===== config.mk =====
export PLATFORM = sky130hd
export DESIGN_NAME = gpio8_ctrl
export DESIGN_NICKNAME = d
export VERILOG_FILES = /design/src/rtl/gpio8_pkg.sv /design/src/rtl/gpio8_sync.sv /design/src/rtl/gpio8_irq_det.sv /design/src/rtl/gpio8_regs.sv /design/src/rtl/gpio8_ctrl.sv
export SDC_FILE = /design/constraint.sdc
export NUM_CORES = 1
export LEC_CHECK = 0
export BUFFER_PORTS_ARGS = -buffer_cell sky130_fd_sc_hd__buf_2
export CORE_MARGIN = 1
export CORE_UTILIZATION = 50
export DETAILED_ROUTE_END_ITERATION = 10
export PLACE_DENSITY = 0.74
export REMOVE_ABC_BUFFERS = 1
export SYNTH_ARGS = -nofsm -noshare
export SYNTH_HDL_FRONTEND = slang
export SYNTH_SLANG_ARGS = --single-unit

===== constraint.sdc =====
create_clock -name clk -period 1.7 [get_ports clk]
set_clock_uncertainty 0.15 [all_clocks]
set_input_delay 0.17 -clock clk [delete_from_list [all_inputs] [get_ports clk]]
set_output_delay 0.17 -clock clk [all_outputs]
set_load 0.02 [all_outputs]

===== src/rtl/gpio8_pkg.sv =====
package gpio8_pkg;

    localparam int PIN_W  = 8;
    localparam int SYNC_N = 2;

    // word index inside the configuration window (bus_addr[5:2])
    typedef enum logic [3:0] {
        IDX_DIR   = 4'd0,
        IDX_SENSE = 4'd1,
        IDX_BOTH  = 4'd2,
        IDX_EVT   = 4'd3,
        IDX_EN    = 4'd4,
        IDX_RAW   = 4'd5,
        IDX_MSK   = 4'd6,
        IDX_CLR   = 4'd7,
        IDX_MODE  = 4'd8
    } cfg_idx_e;

endpackage


===== src/rtl/gpio8_sync.sv =====
module gpio8_sync #(
    parameter int W      = 8,
    parameter int STAGES = 2
) (
    input  logic         clk,
    input  logic         rst_n,
    input  logic [W-1:0] din,
    output logic [W-1:0] smp,
    output logic [W-1:0] prev
);
    localparam int LAST = STAGES - 1;

    typedef struct packed {
        logic [STAGES-1:0][W-1:0] chain;
        logic [W-1:0]             prev;
    } sync_t;

    sync_t st_d, st_q;

    always_comb begin
        st_d = st_q;
        st_d.chain[0] = din;
        for (int i = 1; i < STAGES; i++) begin
            st_d.chain[i] = st_q.chain[i-1];
        end
        st_d.prev = st_q.chain[LAST];
    end

    always_ff @(posedge clk) begin
        if (!rst_n) begin
            st_q <= '0;
        end else begin
            st_q <= st_d;
        end
    end

    assign smp  = st_q.chain[LAST];
    assign prev = st_q.prev;

endmodule


===== src/rtl/gpio8_irq_det.sv =====
module gpio8_irq_det #(
    parameter int W = 8
) (
    input  logic         clk,
    input  logic         rst_n,
    input  logic [W-1:0] smp,
    input  logic [W-1:0] prev,
    input  logic [W-1:0] sense,
    input  logic [W-1:0] both,
    input  logic [W-1:0] evt,
    input  logic [W-1:0] clr,
    output logic [W-1:0] hit,
    output logic [W-1:0] lat,
    output logic [W-1:0] raw
);
    typedef struct packed {
        logic [W-1:0] lat;
    } det_t;

    det_t st_d, st_q;
    logic [W-1:0] lvl;

    for (genvar g = 0; g < W; g++) begin : g_pin
        logic rise, fall;
        assign rise   = smp[g] & ~prev[g];
        assign fall   = ~smp[g] & prev[g];
        assign hit[g] = ~sense[g] & (both[g] ? (rise | fall)
                                             : (evt[g] ? rise : fall));
        assign lvl[g] = evt[g] ? smp[g] : ~smp[g];
        assign raw[g] = sense[g] ? lvl[g] : st_q.lat[g];
    end

    always_comb begin
        st_d = st_q;
        // a new edge takes precedence over a clear of the same pin
        st_d.lat = (st_q.lat & ~clr) | hit;
    end

    always_ff @(posedge clk) begin
        if (!rst_n) begin
            st_q <= '0;
        end else begin
            st_q <= st_d;
        end
    end

    assign lat = st_q.lat;

endmodule


===== src/rtl/gpio8_regs.sv =====
module gpio8_regs
    import gpio8_pkg::*;
#(
    parameter int W = 8
) (
    input  logic            clk,
    input  logic            rst_n,
    input  logic [W+2:0]    bus_addr,
    input  logic            bus_we,
    input  logic [W-1:0]    bus_wdata,
    output logic [W-1:0]    bus_rdata,
    input  logic [W-1:0]    smp,
    input  logic [W-1:0]    raw,
    input  logic [W-1:0]    masked,
    output logic [W-1:0]    dir,
    output logic [W-1:0]    dout,
    output logic [W-1:0]    sense,
    output logic [W-1:0]    both,
    output logic [W-1:0]    evt,
    output logic [W-1:0]    en,
    output logic [W-1:0]    mode,
    output logic [W-1:0]    clr
);
    localparam int AW  = W + 3;
    localparam int TOP = AW - 1;

    typedef struct packed {
        logic [W-1:0] dir;
        logic [W-1:0] dout;
        logic [W-1:0] sense;
        logic [W-1:0] both;
        logic [W-1:0] evt;
        logic [W-1:0] en;
        logic [W-1:0] mode;
    } regs_t;

    regs_t     st_d, st_q;
    logic      aligned, data_sel, cfg_sel;
    logic [W-1:0] mask;
    cfg_idx_e  idx;

    always_comb begin
        st_d      = st_q;
        clr       = '0;
        bus_rdata = '0;
        aligned   = (bus_addr[1:0] == 2'b00);
        mask      = bus_addr[TOP-1:2];
        idx       = cfg_idx_e'(bus_addr[5:2]);
        data_sel  = aligned && !bus_addr[TOP];
        cfg_sel   = aligned && bus_addr[TOP] && (bus_addr[TOP-1:6] == '0);

        if (bus_we && data_sel) begin
            st_d.dout = (st_q.dout & ~mask) | (bus_wdata & mask);
        end
        if (bus_we && cfg_sel) begin
            case (idx)
                IDX_DIR:   st_d.dir   = bus_wdata;
                IDX_SENSE: st_d.sense = bus_wdata;
                IDX_BOTH:  st_d.both  = bus_wdata;
                IDX_EVT:   st_d.evt   = bus_wdata;
                IDX_EN:    st_d.en    = bus_wdata;
                IDX_CLR:   clr        = bus_wdata;
                IDX_MODE:  st_d.mode  = bus_wdata;
                default:   ;
            endcase
        end

        if (data_sel) begin
            bus_rdata = ((st_q.dir & st_q.dout) | (~st_q.dir & smp)) & mask;
        end else if (cfg_sel) begin
            case (idx)
                IDX_DIR:   bus_rdata = st_q.dir;
                IDX_SENSE: bus_rdata = st_q.sense;
                IDX_BOTH:  bus_rdata = st_q.both;
                IDX_EVT:   bus_rdata = st_q.evt;
                IDX_EN:    bus_rdata = st_q.en;
                IDX_RAW:   bus_rdata = raw;
                IDX_MSK:   bus_rdata = masked;
                IDX_MODE:  bus_rdata = st_q.mode;
                default:   bus_rdata = '0;
            endcase
        end
    end

    always_ff @(posedge clk) begin
        if (!rst_n) begin
            st_q <= '0;
        end else begin
            st_q <= st_d;
        end
    end

    assign dir   = st_q.dir;
    assign dout  = st_q.dout;
    assign sense = st_q.sense;
    assign both  = st_q.both;
    assign evt   = st_q.evt;
    assign en    = st_q.en;
    assign mode  = st_q.mode;

endmodule


===== src/rtl/gpio8_ctrl.sv =====
module gpio8_ctrl
    import gpio8_pkg::*;
#(
    parameter int N_PIN = PIN_W,
    parameter int SYNC  = SYNC_N
) (
    input  logic              clk,
    input  logic              rst_n,
    input  logic [N_PIN+2:0]  bus_addr,
    input  logic              bus_we,
    input  logic [N_PIN-1:0]  bus_wdata,
    output logic [N_PIN-1:0]  bus_rdata,
    input  logic [N_PIN-1:0]  pin_in,
    output logic [N_PIN-1:0]  pin_out,
    output logic [N_PIN-1:0]  pin_oe,
    output logic [N_PIN-1:0]  pad_mode,
    output logic              irq_out
);
    logic [N_PIN-1:0] smp, prev;
    logic [N_PIN-1:0] dir, dout, sense, both, evt, en, mode, clr;
    logic [N_PIN-1:0] edge_hit, edge_lat, raw, masked;

    gpio8_sync #(.W(N_PIN), .STAGES(SYNC)) u_sync (
        .clk  (clk),
        .rst_n(rst_n),
        .din  (pin_in),
        .smp  (smp),
        .prev (prev)
    );

    gpio8_regs #(.W(N_PIN)) u_regs (
        .clk      (clk),
        .rst_n    (rst_n),
        .bus_addr (bus_addr),
        .bus_we   (bus_we),
        .bus_wdata(bus_wdata),
        .bus_rdata(bus_rdata),
        .smp      (smp),
        .raw      (raw),
        .masked   (masked),
        .dir      (dir),
        .dout     (dout),
        .sense    (sense),
        .both     (both),
        .evt      (evt),
        .en       (en),
        .mode     (mode),
        .clr      (clr)
    );

    gpio8_irq_det #(.W(N_PIN)) u_det (
        .clk  (clk),
        .rst_n(rst_n),
        .smp  (smp),
        .prev (prev),
        .sense(sense),
        .both (both),
        .evt  (evt),
        .clr  (clr),
        .hit  (edge_hit),
        .lat  (edge_lat),
        .raw  (raw)
    );

    assign masked   = raw & en;
    assign irq_out  = |masked;
    assign pin_out  = dout;
    assign pin_oe   = dir;
    assign pad_mode = mode;

endmodule


==> results.cfg <==
[floorplan]
die-width_um = 96.35
floorplan.io_pins = 63
start_util_pct = 51.28
die_area_um2 = 9282
die_h_um = 96.35
num_rows = 34
core_area_um2 = 8678

[logic_synthesis]
yosys_warnings = 0
mappedNetlistArea_um2 = 4451
async_flop_share_pct = 0
syn_inst = 525
synth_cell_types = 45
synth_area_per_cell_um2 = 8.477
synth-main-ff-cell = dfxtp_1
ys_seq_area_share_pct = 39.58
ys_seq_elements = 88
synth_edf_count = 0

[worst_setup_path]
slowest_stage = or4_4
crit_family = simple AND/OR/NAND/NOR gates
crit_chain = xnor2_1, mux2_2, a22o_1, or4_4, buf_6
crit_type = reg -> out
slowest_delay_ns = 0.44
cp_data_required_time_ns = 1.38
cp_max_fo = 2
critPathLaunchType = register
crit_arrival_ns = 1.92
path_buf_inv = 1
endpoint_kind = output pin

[global_routing]
grt_pass1_wl_mm = 20.89
overflow = 0
grt_pass1_vias = 4267
grtUsageTotal_pct = 30.31
antenna_found_initial = 0
grt_max_degree = 65

[worst_hold_path]
worstHoldPathType = in -> reg

[clock_tree]
cts.sinks = 88
clkSlewWorstSetupHoldPaths_ns = 0.08
cts-root-buf = clkbuf_8
cts.path.max_buffers = 2
tritoncts = built
insertion_delay_ns = 0.36
numCtsBuffers = 9
cts_max_level = 3

[route]
routedWlPerCell_um = 16.96
remaining_drc_errors = 0
vias = 4469
vias_per_cell = 5.643
drt_first_pass_iters = 5
routed_wl_mm = 13.43
drt_iter0_markers = 263
drtAntennaViolNets = 0

[job]
drv_cap = 0

[timing]
fin_crit_sh_pct = 132.0
tns_ns = -2.677
maxSlewHeadroom_pct = 65.48
worst_slack_ns = -0.5432
grt_setup_unrepaired = true
hold-worst-slack_ns = 0.04416
fmax_ghz = 0.4458
finalSetupViolations = 9
tightest_slew_ns = 0.5168
drv_slew = 0
period_minus_slack_ns = 2.243
hold_viol_final = 0

[finish]
regArea_um2 = 1783
layout_commonest_cell = buf_4
fill_cells = 681
drive_gt1_share_pct = 34.94
multi_input_area_um2 = 2636
finalInstanceArea_um2 = 6147
final_cell_mix = 95 x buf_4, 90 x nand2_1, 71 x dfxtp_1, 52 x buf_2, 45 x mux2i_1
fin_nets = 725
antenna_cells = 0
syn_to_final_growth_pct = 38.12

[pwr]
ir_drop_mv = 0.4159
power.density_nw_per_um2 = 688.0
leakage_nw = 2.387

[status]
run_status = complete, but fails checks
violations = setup timing

[placement]
placed_area_um2 = 5490
dp_hpwl_mm = 9.570
gp_congestion = 0.9352
port_buffers = 62
cells in the mapped netlist, types with 2 or more instances:
library cell / count / share of area (%)
nor2_4: 2 / 0.51
mux2_2: 2 / 0.51
a22oi_1: 12 / 2.0
buf_4: 2 / 0.34
a21oi_1: 22 / 2.5
nor2_1: 12 / 1.0
a211oi_1: 8 / 1.3
inv_1: 22 / 1.9
o22ai_1: 8 / 1.1
a31o_2: 8 / 1.6
or2_2: 2 / 0.28
o32a_1: 2 / 0.45
a2111oi_0: 8 / 1.6
dfxtp_1: 88 / 40
o21ai_0: 34 / 3.8
nor2b_1: 14 / 2.0
nor3b_2: 2 / 0.56
clkbuf_1: 24 / 2.0
nor3_1: 12 / 1.3
nand2b_1: 2 / 0.28
ha_1: 16 / 4.5
nand3_1: 32 / 3.6
mux2i_1: 48 / 11
and2_1: 21 / 3.0
nand2_1: 90 / 7.6
nor3_2: 2 / 0.45
or3_1: 2 / 0.28
xnor2_1: 8 / 1.6
buf_2: 4 / 0.45
per-stage QoR:
| stage | std cells | power [mW] | util (%) | worst slack (ns) |
|---|---|---|---|---|
| after floorplan | 494 | 2.289 | - | -0.3938 |
| after global placement | 757 | 2.543 | 63.26 | -0.3011 |
| after detailed placement | 757 | 2.555 | 63.26 | -0.3515 |
| after CTS | 790 | 4.216 | 68.47 | -0.5457 |
| after global routing | 792 | 4.374 | 70.83 | -0.6038 |
| final | 792 | 4.229 | 70.83 | -0.5432 |
cell type report:
type / count / area share, %
clock buffers: 12 / 2.524
multi-input cells: 383 / 42.89
repair buffers: 174 / 20.74
well taps: 108 / 2.198
clock inverters: 4 / 1.242
inverters: 23 / 1.404
flip-flops and latches: 88 / 29.00
what timing repair did:
action | in CTS | in global routing
pin swaps | 11 | 22
hold endpoints to repair | 32 | 0
setup buffers | 2 | 4
resized for setup | 34 | 47
hold buffers | 16 | 0
setup endpoints to repair | 10 | 50
cells by family (layout without fill, tap and decap cells):
| logic type | count (synthesis) | after routing | synth area share [%] |
|---|---|---|---|
| fa+ha+maj | 16 | 16 | 4.498 |
| buf+inv | 54 | 213 | 4.835 |
| simple gates | 201 | 201 | 22.83 |
| compound gates | 108 | 108 | 15.38 |
| flops | 88 | 88 | 39.58 |
| mux | 50 | 50 | 11.30 |
| xor+xnor | 8 | 8 | 1.574 |
metal layers:
layer  wire length, µm  track usage (%)  up-vias
li1                  -                -     2136
met1              5623            38.07     2116
met2              6446            49.94      171
met3               834            4.660       46
met4               528            16.05        0
met5                 0                0        -
flip-flops by register name (all words and copies together), names as in the netlist, named ones only:
name and count:
u_sync.st_d 8, u_det.lat 8, u_sync.smp 8, u_regs.sense 8
u_regs.mode 8, u_sync.prev 8, u_regs.en 8, u_regs.both 8
u_regs.evt 8, u_regs.dir 8
worst min-delay path, cell delays in order:
cell     delay [ns]
buf_6          0.08
buf_4          0.10
nand2_1        0.04
nand2_1        0.06
a21oi_1        0.05
worst paths after layout:
kind	from	to	slack, ns	cells past startpoint
worst max-delay path	u_regs.evt[0]$_SDFFE_PN0P_	irq_out	-0.54	5
worst min-delay path	bus_addr[8]	register	0.04	5
worst max register to register	u_sync.smp[3]$_SDFF_PN0_	u_det.lat[3]$_SDFF_PN0_	0.06	7
worst min register to register	u_sync.st_d[21]$_SDFF_PN0_	u_sync.smp[5]$_SDFF_PN0_	0.29	1
power by group:
part	leakage, nW	switching [mW]	internal [mW]
logic	1.55	0.249	0.210
clock network	0.113	0.747	0.912
registers	0.721	0.0179	2.09
total	2.39	1.01	3.22
Note: power is estimated with default switching activity, not from simulation.
